File: config.mk
export PLATFORM = sky130hd
export DESIGN_NAME = uart_stat_irq
export DESIGN_NICKNAME = d
export VERILOG_FILES = /design/src/rtl/uart_stat_pkg.sv /design/src/rtl/usi_sync.sv /design/src/rtl/usi_txtrack.sv /design/src/rtl/usi_cause.sv /design/src/rtl/uart_stat_irq.sv
export SDC_FILE = /design/constraint.sdc
export NUM_CORES = 1
export LEC_CHECK = 0
export CORE_MARGIN = 2
export CORE_UTILIZATION = 43
export DETAILED_ROUTE_END_ITERATION = 8
export GPL_TIMING_DRIVEN = 0
export PLACE_DENSITY = 0.73
export SYNTH_ARGS = -nofsm -noshare
export SYNTH_HDL_FRONTEND = slang
export SYNTH_SLANG_ARGS = --single-unit
File: constraint.sdc
create_clock -name clk -period 1.4 [get_ports clk]
set_input_delay 0.14 -clock clk [delete_from_list [all_inputs] [get_ports clk]]
set_output_delay 0.14 -clock clk [all_outputs]
set_load 0.01 [all_outputs]
File: src/rtl/uart_stat_pkg.sv
package uart_stat_pkg;

    localparam int STAT_W = 8;

    // status byte bit positions
    localparam int ST_DA   = 0;
    localparam int ST_OE   = 1;
    localparam int ST_PE   = 2;
    localparam int ST_FE   = 3;
    localparam int ST_ES   = 4;
    localparam int ST_PSI  = 5;
    localparam int ST_TSRE = 6;
    localparam int ST_THRE = 7;

    // asynchronous inputs, and what each one yields
    localparam int NUM_ASYNC = 3;
    localparam int AIN_EXT   = 0;
    localparam int AIN_PER   = 1;
    localparam int AIN_CTS   = 2;

    localparam logic [1:0] SM_LEVEL = 2'd0;
    localparam logic [1:0] SM_RISE  = 2'd1;
    localparam logic [1:0] SM_FALL  = 2'd2;

    // interrupt causes
    localparam int NUM_CAUSE = 5;
    localparam int C_DA   = 0;
    localparam int C_PSI  = 1;
    localparam int C_THRE = 2;
    localparam int C_DONE = 3;
    localparam int C_CTS  = 4;

    typedef enum logic [1:0] {
        TX_IDLE   = 2'd0,
        TX_RELOAD = 2'd1,
        TX_BUSY   = 2'd2
    } tx_state_t;

endpackage

File: src/rtl/usi_sync.sv
module usi_sync #(
    parameter int         STAGES  = 2,
    parameter logic [1:0] MODE    = 2'd0,
    parameter logic       RST_VAL = 1'b1
) (
    input  logic clk,
    input  logic rst,
    input  logic din,
    output logic sig
);
    import uart_stat_pkg::*;

    logic [STAGES-1:0] chain;
    logic              lvl;

    always_ff @(posedge clk) begin
        if (rst) begin
            chain <= {STAGES{RST_VAL}};
        end else begin
            chain[0] <= din;
            for (int i = 1; i < STAGES; i++) begin
                chain[i] <= chain[i-1];
            end
        end
    end

    assign lvl = chain[STAGES-1];

    generate
        if (MODE == SM_LEVEL) begin : g_level
            assign sig = lvl;
        end else begin : g_edge
            logic prev;
            always_ff @(posedge clk) begin
                if (rst) prev <= RST_VAL;
                else     prev <= lvl;
            end
            if (MODE == SM_RISE) begin : g_rise
                assign sig = lvl & ~prev;
            end else begin : g_fall
                assign sig = ~lvl & prev;
            end

            // an edge event lasts exactly one cycle
            p_evt_pulse_r7: assert property (@(posedge clk) disable iff (rst)
                sig |=> !sig);
        end
    endgenerate

endmodule

File: src/rtl/usi_txtrack.sv
module usi_txtrack (
    input  logic                     clk,
    input  logic                     rst,
    input  logic                     hold_empty,
    input  logic                     shift_empty,
    output uart_stat_pkg::tx_state_t state,
    output logic                     thre_evt,
    output logic                     done_evt
);
    import uart_stat_pkg::*;

    tx_state_t nxt;

    always_comb begin
        if (!hold_empty)       nxt = TX_BUSY;
        else if (!shift_empty) nxt = TX_RELOAD;
        else                   nxt = TX_IDLE;
    end

    // state register
    always_ff @(posedge clk) begin
        if (rst) state <= TX_IDLE;
        else     state <= nxt;
    end

    // outputs
    always_comb begin
        thre_evt = 1'b0;
        done_evt = 1'b0;
        unique case (state)
            TX_BUSY: begin
                thre_evt = hold_empty;
                done_evt = hold_empty & shift_empty;
            end
            TX_RELOAD: begin
                done_evt = hold_empty & shift_empty;
            end
            TX_IDLE: begin
                thre_evt = 1'b0;
            end
            default: begin
                thre_evt = 1'b0;
            end
        endcase
    end

    p_idle_entry_r6: assert property (@(posedge clk) disable iff (rst)
        done_evt |=> (state == TX_IDLE));
    p_reload_exit_r5: assert property (@(posedge clk) disable iff (rst)
        thre_evt |=> (state != TX_BUSY));

endmodule

File: src/rtl/usi_cause.sv
module usi_cause (
    input  logic clk,
    input  logic rst,
    input  logic set,
    input  logic clr,
    output logic q
);
    // a set in the same cycle as a clear wins
    always_ff @(posedge clk) begin
        if (rst)      q <= 1'b0;
        else if (set) q <= 1'b1;
        else if (clr) q <= 1'b0;
    end

    p_set_wins_r3: assert property (@(posedge clk) disable iff (rst)
        set |=> q);
    p_hold_r10: assert property (@(posedge clk) disable iff (rst)
        (q && !clr) |=> q);

endmodule

File: src/rtl/uart_stat_irq.sv
module uart_stat_irq #(
    parameter int SYNC_STAGES = 2
) (
    input  logic       clk,
    input  logic       rst,
    input  logic       rx_load,
    input  logic       rx_par_err,
    input  logic       rx_frm_err,
    input  logic       tx_hold_empty,
    input  logic       tx_shift_empty,
    input  logic       ext_stat_n,
    input  logic       periph_n,
    input  logic       cts,
    input  logic       rd_data,
    input  logic       rd_stat,
    input  logic       wr_char,
    input  logic       ctl_wr,
    input  logic       ctl_ie,
    input  logic       ctl_tr,
    output logic [7:0] stat,
    output logic       irq_n
);
    import uart_stat_pkg::*;

    localparam logic [2*NUM_ASYNC-1:0] AMODE = {SM_RISE, SM_FALL, SM_LEVEL};

    logic [NUM_ASYNC-1:0] a_in, a_sig;
    logic [NUM_CAUSE-1:0] c_set, c_clr, c_q, c_en;
    logic                 ie_q, tr_q;
    logic                 oe_q, pe_q, fe_q;
    tx_state_t            tx_state;
    logic                 thre_evt, done_evt;

    assign a_in[AIN_EXT] = ext_stat_n;
    assign a_in[AIN_PER] = periph_n;
    assign a_in[AIN_CTS] = cts;

    generate
        for (genvar g = 0; g < NUM_ASYNC; g++) begin : g_sync
            usi_sync #(
                .STAGES (SYNC_STAGES),
                .MODE   (AMODE[2*g +: 2]),
                .RST_VAL(1'b1)
            ) u_sync (
                .clk(clk),
                .rst(rst),
                .din(a_in[g]),
                .sig(a_sig[g])
            );
        end
    endgenerate

    usi_txtrack u_tx (
        .clk        (clk),
        .rst        (rst),
        .hold_empty (tx_hold_empty),
        .shift_empty(tx_shift_empty),
        .state      (tx_state),
        .thre_evt   (thre_evt),
        .done_evt   (done_evt)
    );

    // set events and clearing accesses per cause
    always_comb begin
        c_set[C_DA]   = rx_load;
        c_clr[C_DA]   = rd_data;
        c_set[C_PSI]  = a_sig[AIN_PER];
        c_clr[C_PSI]  = rd_stat;
        c_set[C_THRE] = thre_evt;
        c_clr[C_THRE] = rd_stat | wr_char;
        c_set[C_DONE] = done_evt;
        c_clr[C_DONE] = rd_stat | wr_char;
        c_set[C_CTS]  = a_sig[AIN_CTS] & (tx_state == TX_IDLE);
        c_clr[C_CTS]  = rd_stat;
    end

    generate
        for (genvar c = 0; c < NUM_CAUSE; c++) begin : g_cause
            usi_cause u_cause (
                .clk(clk),
                .rst(rst),
                .set(c_set[c]),
                .clr(c_clr[c]),
                .q  (c_q[c])
            );
        end
    endgenerate

    // control bits
    always_ff @(posedge clk) begin
        if (rst) begin
            ie_q <= 1'b0;
            tr_q <= 1'b0;
        end else if (ctl_wr) begin
            ie_q <= ctl_ie;
            tr_q <= ctl_tr;
        end
    end

    // receive error flags, refreshed per loaded character
    always_ff @(posedge clk) begin
        if (rst) begin
            oe_q <= 1'b0;
            pe_q <= 1'b0;
            fe_q <= 1'b0;
        end else if (rx_load) begin
            oe_q <= c_q[C_DA] & ~rd_data;
            pe_q <= rx_par_err;
            fe_q <= rx_frm_err;
        end
    end

    always_comb begin
        stat          = '0;
        stat[ST_DA]   = c_q[C_DA];
        stat[ST_OE]   = oe_q;
        stat[ST_PE]   = pe_q;
        stat[ST_FE]   = fe_q;
        stat[ST_ES]   = ~a_sig[AIN_EXT];
        stat[ST_PSI]  = c_q[C_PSI];
        stat[ST_TSRE] = tx_shift_empty;
        stat[ST_THRE] = tx_hold_empty;
    end

    always_comb begin
        c_en         = c_q;
        c_en[C_THRE] = c_q[C_THRE] & tr_q;
        irq_n        = ~(ie_q & (|c_en));
    end

    p_da_set_r3: assert property (@(posedge clk) disable iff (rst)
        rx_load |=> stat[ST_DA]);
    p_da_keep_r3: assert property (@(posedge clk) disable iff (rst)
        (stat[ST_DA] && !rd_data) |=> stat[ST_DA]);
    p_oe_set_r4: assert property (@(posedge clk) disable iff (rst)
        (rx_load && stat[ST_DA] && !rd_data) |=> stat[ST_OE]);
    p_err_hold_r4: assert property (@(posedge clk) disable iff (rst)
        !rx_load |=> $stable(stat[3:1]));
    p_psi_clr_r7: assert property (@(posedge clk) disable iff (rst)
        (rd_stat && !a_sig[AIN_PER]) |=> !stat[ST_PSI]);

endmodule

# Word-level counts from Yosys, hierarchy flattened
# Index checks and enable logic that the tools add are counted.
# op_classes
eq_ne,2
mux,12
bitwise,14
reduce_logical,9
# ops
cell,count
$mux 1,11
$reduce_bool 2->1,5
$and 1x1->1,7
$not 1->1,6
$reduce_or 5->1,1
$reduce_or 2->1,2
$eq 2x1->1 const B,1
$eq 2x2->1 const B,1
$logic_not 2->1,1
$mux 2,1
$or 1x1->1,1
# word_totals
ff_bits,20
in_bits,16
output_inout_bits,9
wordCells,54

# Longest topological paths before layout
# depth
depth_word,4
mapped_depth,4
depth_no_buf,4

# Cells and area by module
# From an unflattened synthesis, not the netlist that was laid out.
# hier_totals
cells_unflattened,75
hier_area_um2,768.2
# modules_own_cells
mod,instances,cells_each,area_per_inst_um2,seq_area_each_um2
uart_stat_irq,1,29,262.8,100.1
usi_cause,5,4,38.8,20.0
usi_sync (g_sync[1].u_sync ...),2,7,85.1,60.1
usi_txtrack,1,8,88.8,40.0
usi_sync (g_sync[0].u_sync),1,4,52.6,40.0

# Worst setup path after synthesis
# OpenSTA, ideal clock, no wires.
# synth_timing
path_type,flip-flop to output port
start,register g_cause[0].u_cause.q
end,output port irq_n
arrival_ns,1.028
t_required_ns,1.260
setup_slack_ns,0.232
stages_incl_launch_ff,3
n_path_buf,0
path_cell_list,dfxtp_1 or4_1 o21ai_1
# synth_via
elab_chain_cells,3
# synth_lines
element,line_no,rtl
"start, declared",usi_cause.sv:6,output logic q
"start signal, assigned",usi_cause.sv:10,if (rst) q <= 1'b0;
"start signal, assigned",usi_cause.sv:11,else if (set) q <= 1'b1;
"start signal, assigned",usi_cause.sv:12,else if (clr) q <= 1'b0;
$reduce_or 5->1,uart_stat_irq.sv:128,irq_n = ~(ie_q & (|c_en));
$and 1x1->1,uart_stat_irq.sv:128,
$not 1->1,uart_stat_irq.sv:128,
"end, declared",uart_stat_irq.sv:21,output logic irq_n
# Every way passes these cells.

# Worst setup path in the final report
# layout_timing
start,register g_cause[3].u_cause.q
end,output port irq_n
# layout_via
elab_chain_cells,3
# layout_lines
element,line_no
"start, declared",usi_cause.sv:6
"start signal, assigned",usi_cause.sv:10
"start signal, assigned",usi_cause.sv:11
"start signal, assigned",usi_cause.sv:12
$reduce_or 5->1,uart_stat_irq.sv:128
$and 1x1->1,uart_stat_irq.sv:128
$not 1->1,uart_stat_irq.sv:128
# Every way passes these cells.

==> flow_summary.yaml <==
outcome:
  status: "complete, but fails checks"
  violations: "setup timing"
critical_path:
  cp_max_fo: 2
  start_kind: "register"
  path_cells: "or4_1, o21ai_1, buf_2"
  cp_slowest_stage_delay_ps: 520
  cp_data_required_time_ps: 1260
  cp_data_arrival_time_ps: 1370
  cp-end-kind: "output port"
  slowest_stage: "or4_1"
  crit_type: "reg2out"
route:
  vias: 547
  wl_um: 1200
  vias_per_cell: 4.72
  ant_nets: 0
  drt_first_iter_violations: 3
  wl_per_cell_um: 10.3
  route.detailed.drc: 0
  dr.pass1.iters: 2
timing:
  period_share_pct: 108
  setup_violations: 1
  rsz0062_at_grt: "yes"
  setup_slack_ps: -113
  slew_viol_final: 0
  slew_headroom_pct: 71.4
  finalCriticalPeriod_ps: 1510
  hold_viol: 0
  fin_skew_ps: 2.54
  worstMarginPinSlew_ps: 429
  fin_setup_tns_ps: -113
  fmax_ghz: 0.661
finish:
  fin_cells: 116
  n_fill_cell: 150
  synthToLayoutAreaGrowth_pct: 36.7
  diodes: 0
  multi_input_area_um2: 264
  drive_above_1_share_pct: 23.0
  nets: 120
  ff_latch_area_um2: 402
placed_design:
  detailedPlacementHpwl_um: 934
  dp_cells: 112
  gp_congestion: 0.690
  port-buffer-count: 23
logic_synthesis:
  synthCells: 73
  synth-edff-count: 0
  synthesis.area_um2: 739
  synth_ff_type: "dfxtp_1"
  syn-mean-instance-area_um2: 10.1
  syn_nets: 91
  ys_top_cells_by_area: "dfxtp_1 (54%), buf_4 (7.1%), or2_2 (6.8%)"
  yosys_warnings: 0
  synth_top_area_share_pct: 54.1
  yosysUniqueCellTypes: 19
  seq_area_frac_synth_pct: 54.1
  synth-seq-cells: 20
  yosysMostFrequentCell: "dfxtp_1"
  synth_top_cell_by_area: "dfxtp_1"
  synth_common_cells: "dfxtp_1 (20), or2_2 (8), buf_4 (7)"
  synthArstFlopShare_pct: 0
cts:
  cts_hold_buf: 0
  cts.sinks: 20
  path_clk_slew_ps: 100
  htreeDepth: 1
  cts-root-buf: "clkbuf_4"
  cts.path.max_buffers: 2
  cts_buffers: 3
  cts_tree: "built"
  clkLatencyLatePin_ps: 280
global_route:
  grt_overflow_total: 0
  antenna_found_initial: 0
  grt_max_degree: 11
  grt_pass1_vias: 510
  grt_pass1_wl_um: 2020
  track_usage_pct: 13.7
die:
  start_util_pct: 47.4
  core_area_um2: 1560
  dieWidth_um: 45.5
  dieArea_um2: 2070
  rows: 14
  dieHeight_um: 45.5
  io_pins: 25
worst_hold_path:
  hp-class: "in2reg"
pwr:
  p_per_area_nw_per_um2: 973
  ir_drop_mv: 0.653
  leakage_nw: 0.457
  fin_total_pwr_w: 0.000983
job:
  cap_violations: 0
==> metal layers <==
metal | up-vias | share of wire, % | global-route usage, %
li1 | 281 | - | -
met2 | 13 | 48 | 22.8
met3 | 2 | 6.3 | 3.17
met1 | 251 | 44 | 15.6
met4 | 0 | 1.3 | 8.82
met5 | - | 0 | 0
==> cells by family after synthesis <==
family,Yosys count,synth area share (%)
flops,20,54.1
simple gates,27,22.2
mux,4,5.41
buf+inv,13,10.2
compound gates,7,4.74
fa+ha+maj,2,3.38
==> final timing paths <==
kind	from	end	slack, ps	cells past startpoint
worst max-delay path	g_cause[3].u_cause.q	irq_n	-110	3
worst min-delay path	rst	g_cause[0].u_cause.q	190	2
worst max register to register	g_cause[2].u_cause.q	g_cause[2].u_cause.q	440	2
worst min register to register	g_sync[1].u_sync.chain[0]	g_sync[1].u_sync.chain[1]	420	1
==> layout make-up <==
class	instances	area share [%]
Buffer	9	5.94
Clock buffer	3	2.23
Inverter	4	1.49
Multi-Input combinational cell	40	26.1
Sequential cell	20	39.7
Tap cell	16	1.98
Timing Repair Buffer	24	22.5
==> registers in the layout (all words and copies together) (netlist names) <==
name,count
oe_q,1
u_tx.state,2
fe_q,1
tr_q,1
ie_q,1
g_sync.u_sync.chain,6
g_sync.u_sync.g_edge.prev,2
pe_q,1
g_cause.u_cause.q,5
==> critical path, delay by kind of cell (launching register included) <==
kind,cells,cell delay [ps]
compound gates,1,120
buf+inv,1,140
simple gates,1,520
flops,1,320
==> power breakdown <==
part | internal, W | total [W] | switching, W
logic | 0.0000856 | 0.000131 | 0.0000459
clock network | 0.0000997 | 0.000248 | 0.000149
registers | 0.000594 | 0.000603 | 0.00000925
total | 0.000779 | 0.000983 | 0.000204
==> cell usage in the layout, fill, tap and decap left out, types with 2 or more instances in the layout <==
| cell type | Yosys | routed |
|---|---|---|
| dfxtp_1 | 20 | 19 |
| clkdlybuf4s50_1 | 0 | 15 |
| or2_2 | 8 | 8 |
| buf_4 | 7 | 8 |
| a21oi_1 | 6 | 6 |
| dlygate4sd2_1 | 0 | 6 |
| nor2_1 | 5 | 5 |
| inv_1 | 4 | 4 |
| nand2b_1 | 4 | 4 |
| mux2i_1 | 4 | 4 |
| clkbuf_4 | 0 | 3 |
| clkbuf_1 | 2 | 2 |
| or3b_2 | 2 | 2 |
| nand3b_1 | 2 | 2 |
| ha_1 | 2 | 2 |
==> metrics by stage <==
step / cell area [um2] / util [%] / hold WS, ps / worst slack (ps)
after CTS: 1010 / 64.7 / 207 / -127
after global routing: 1010 / 64.8 / 239 / -187
after floorplan: 739 / - / 212 / 232
final: 1010 / 64.8 / 190 / -113
after global placement: 990 / 63.5 / 392 / -241
after detailed placement: 990 / 63.5 / 399 / -252
==> what timing repair did <==
action / 4_1_cts / 5_1_grt
endpoints found under the setup margin: 7 / 2
pin swaps: 2 / 0
resized for setup: 11 / 1
buffers inserted: 1 / 0
Note: power is estimated with default switching activity, not from simulation.
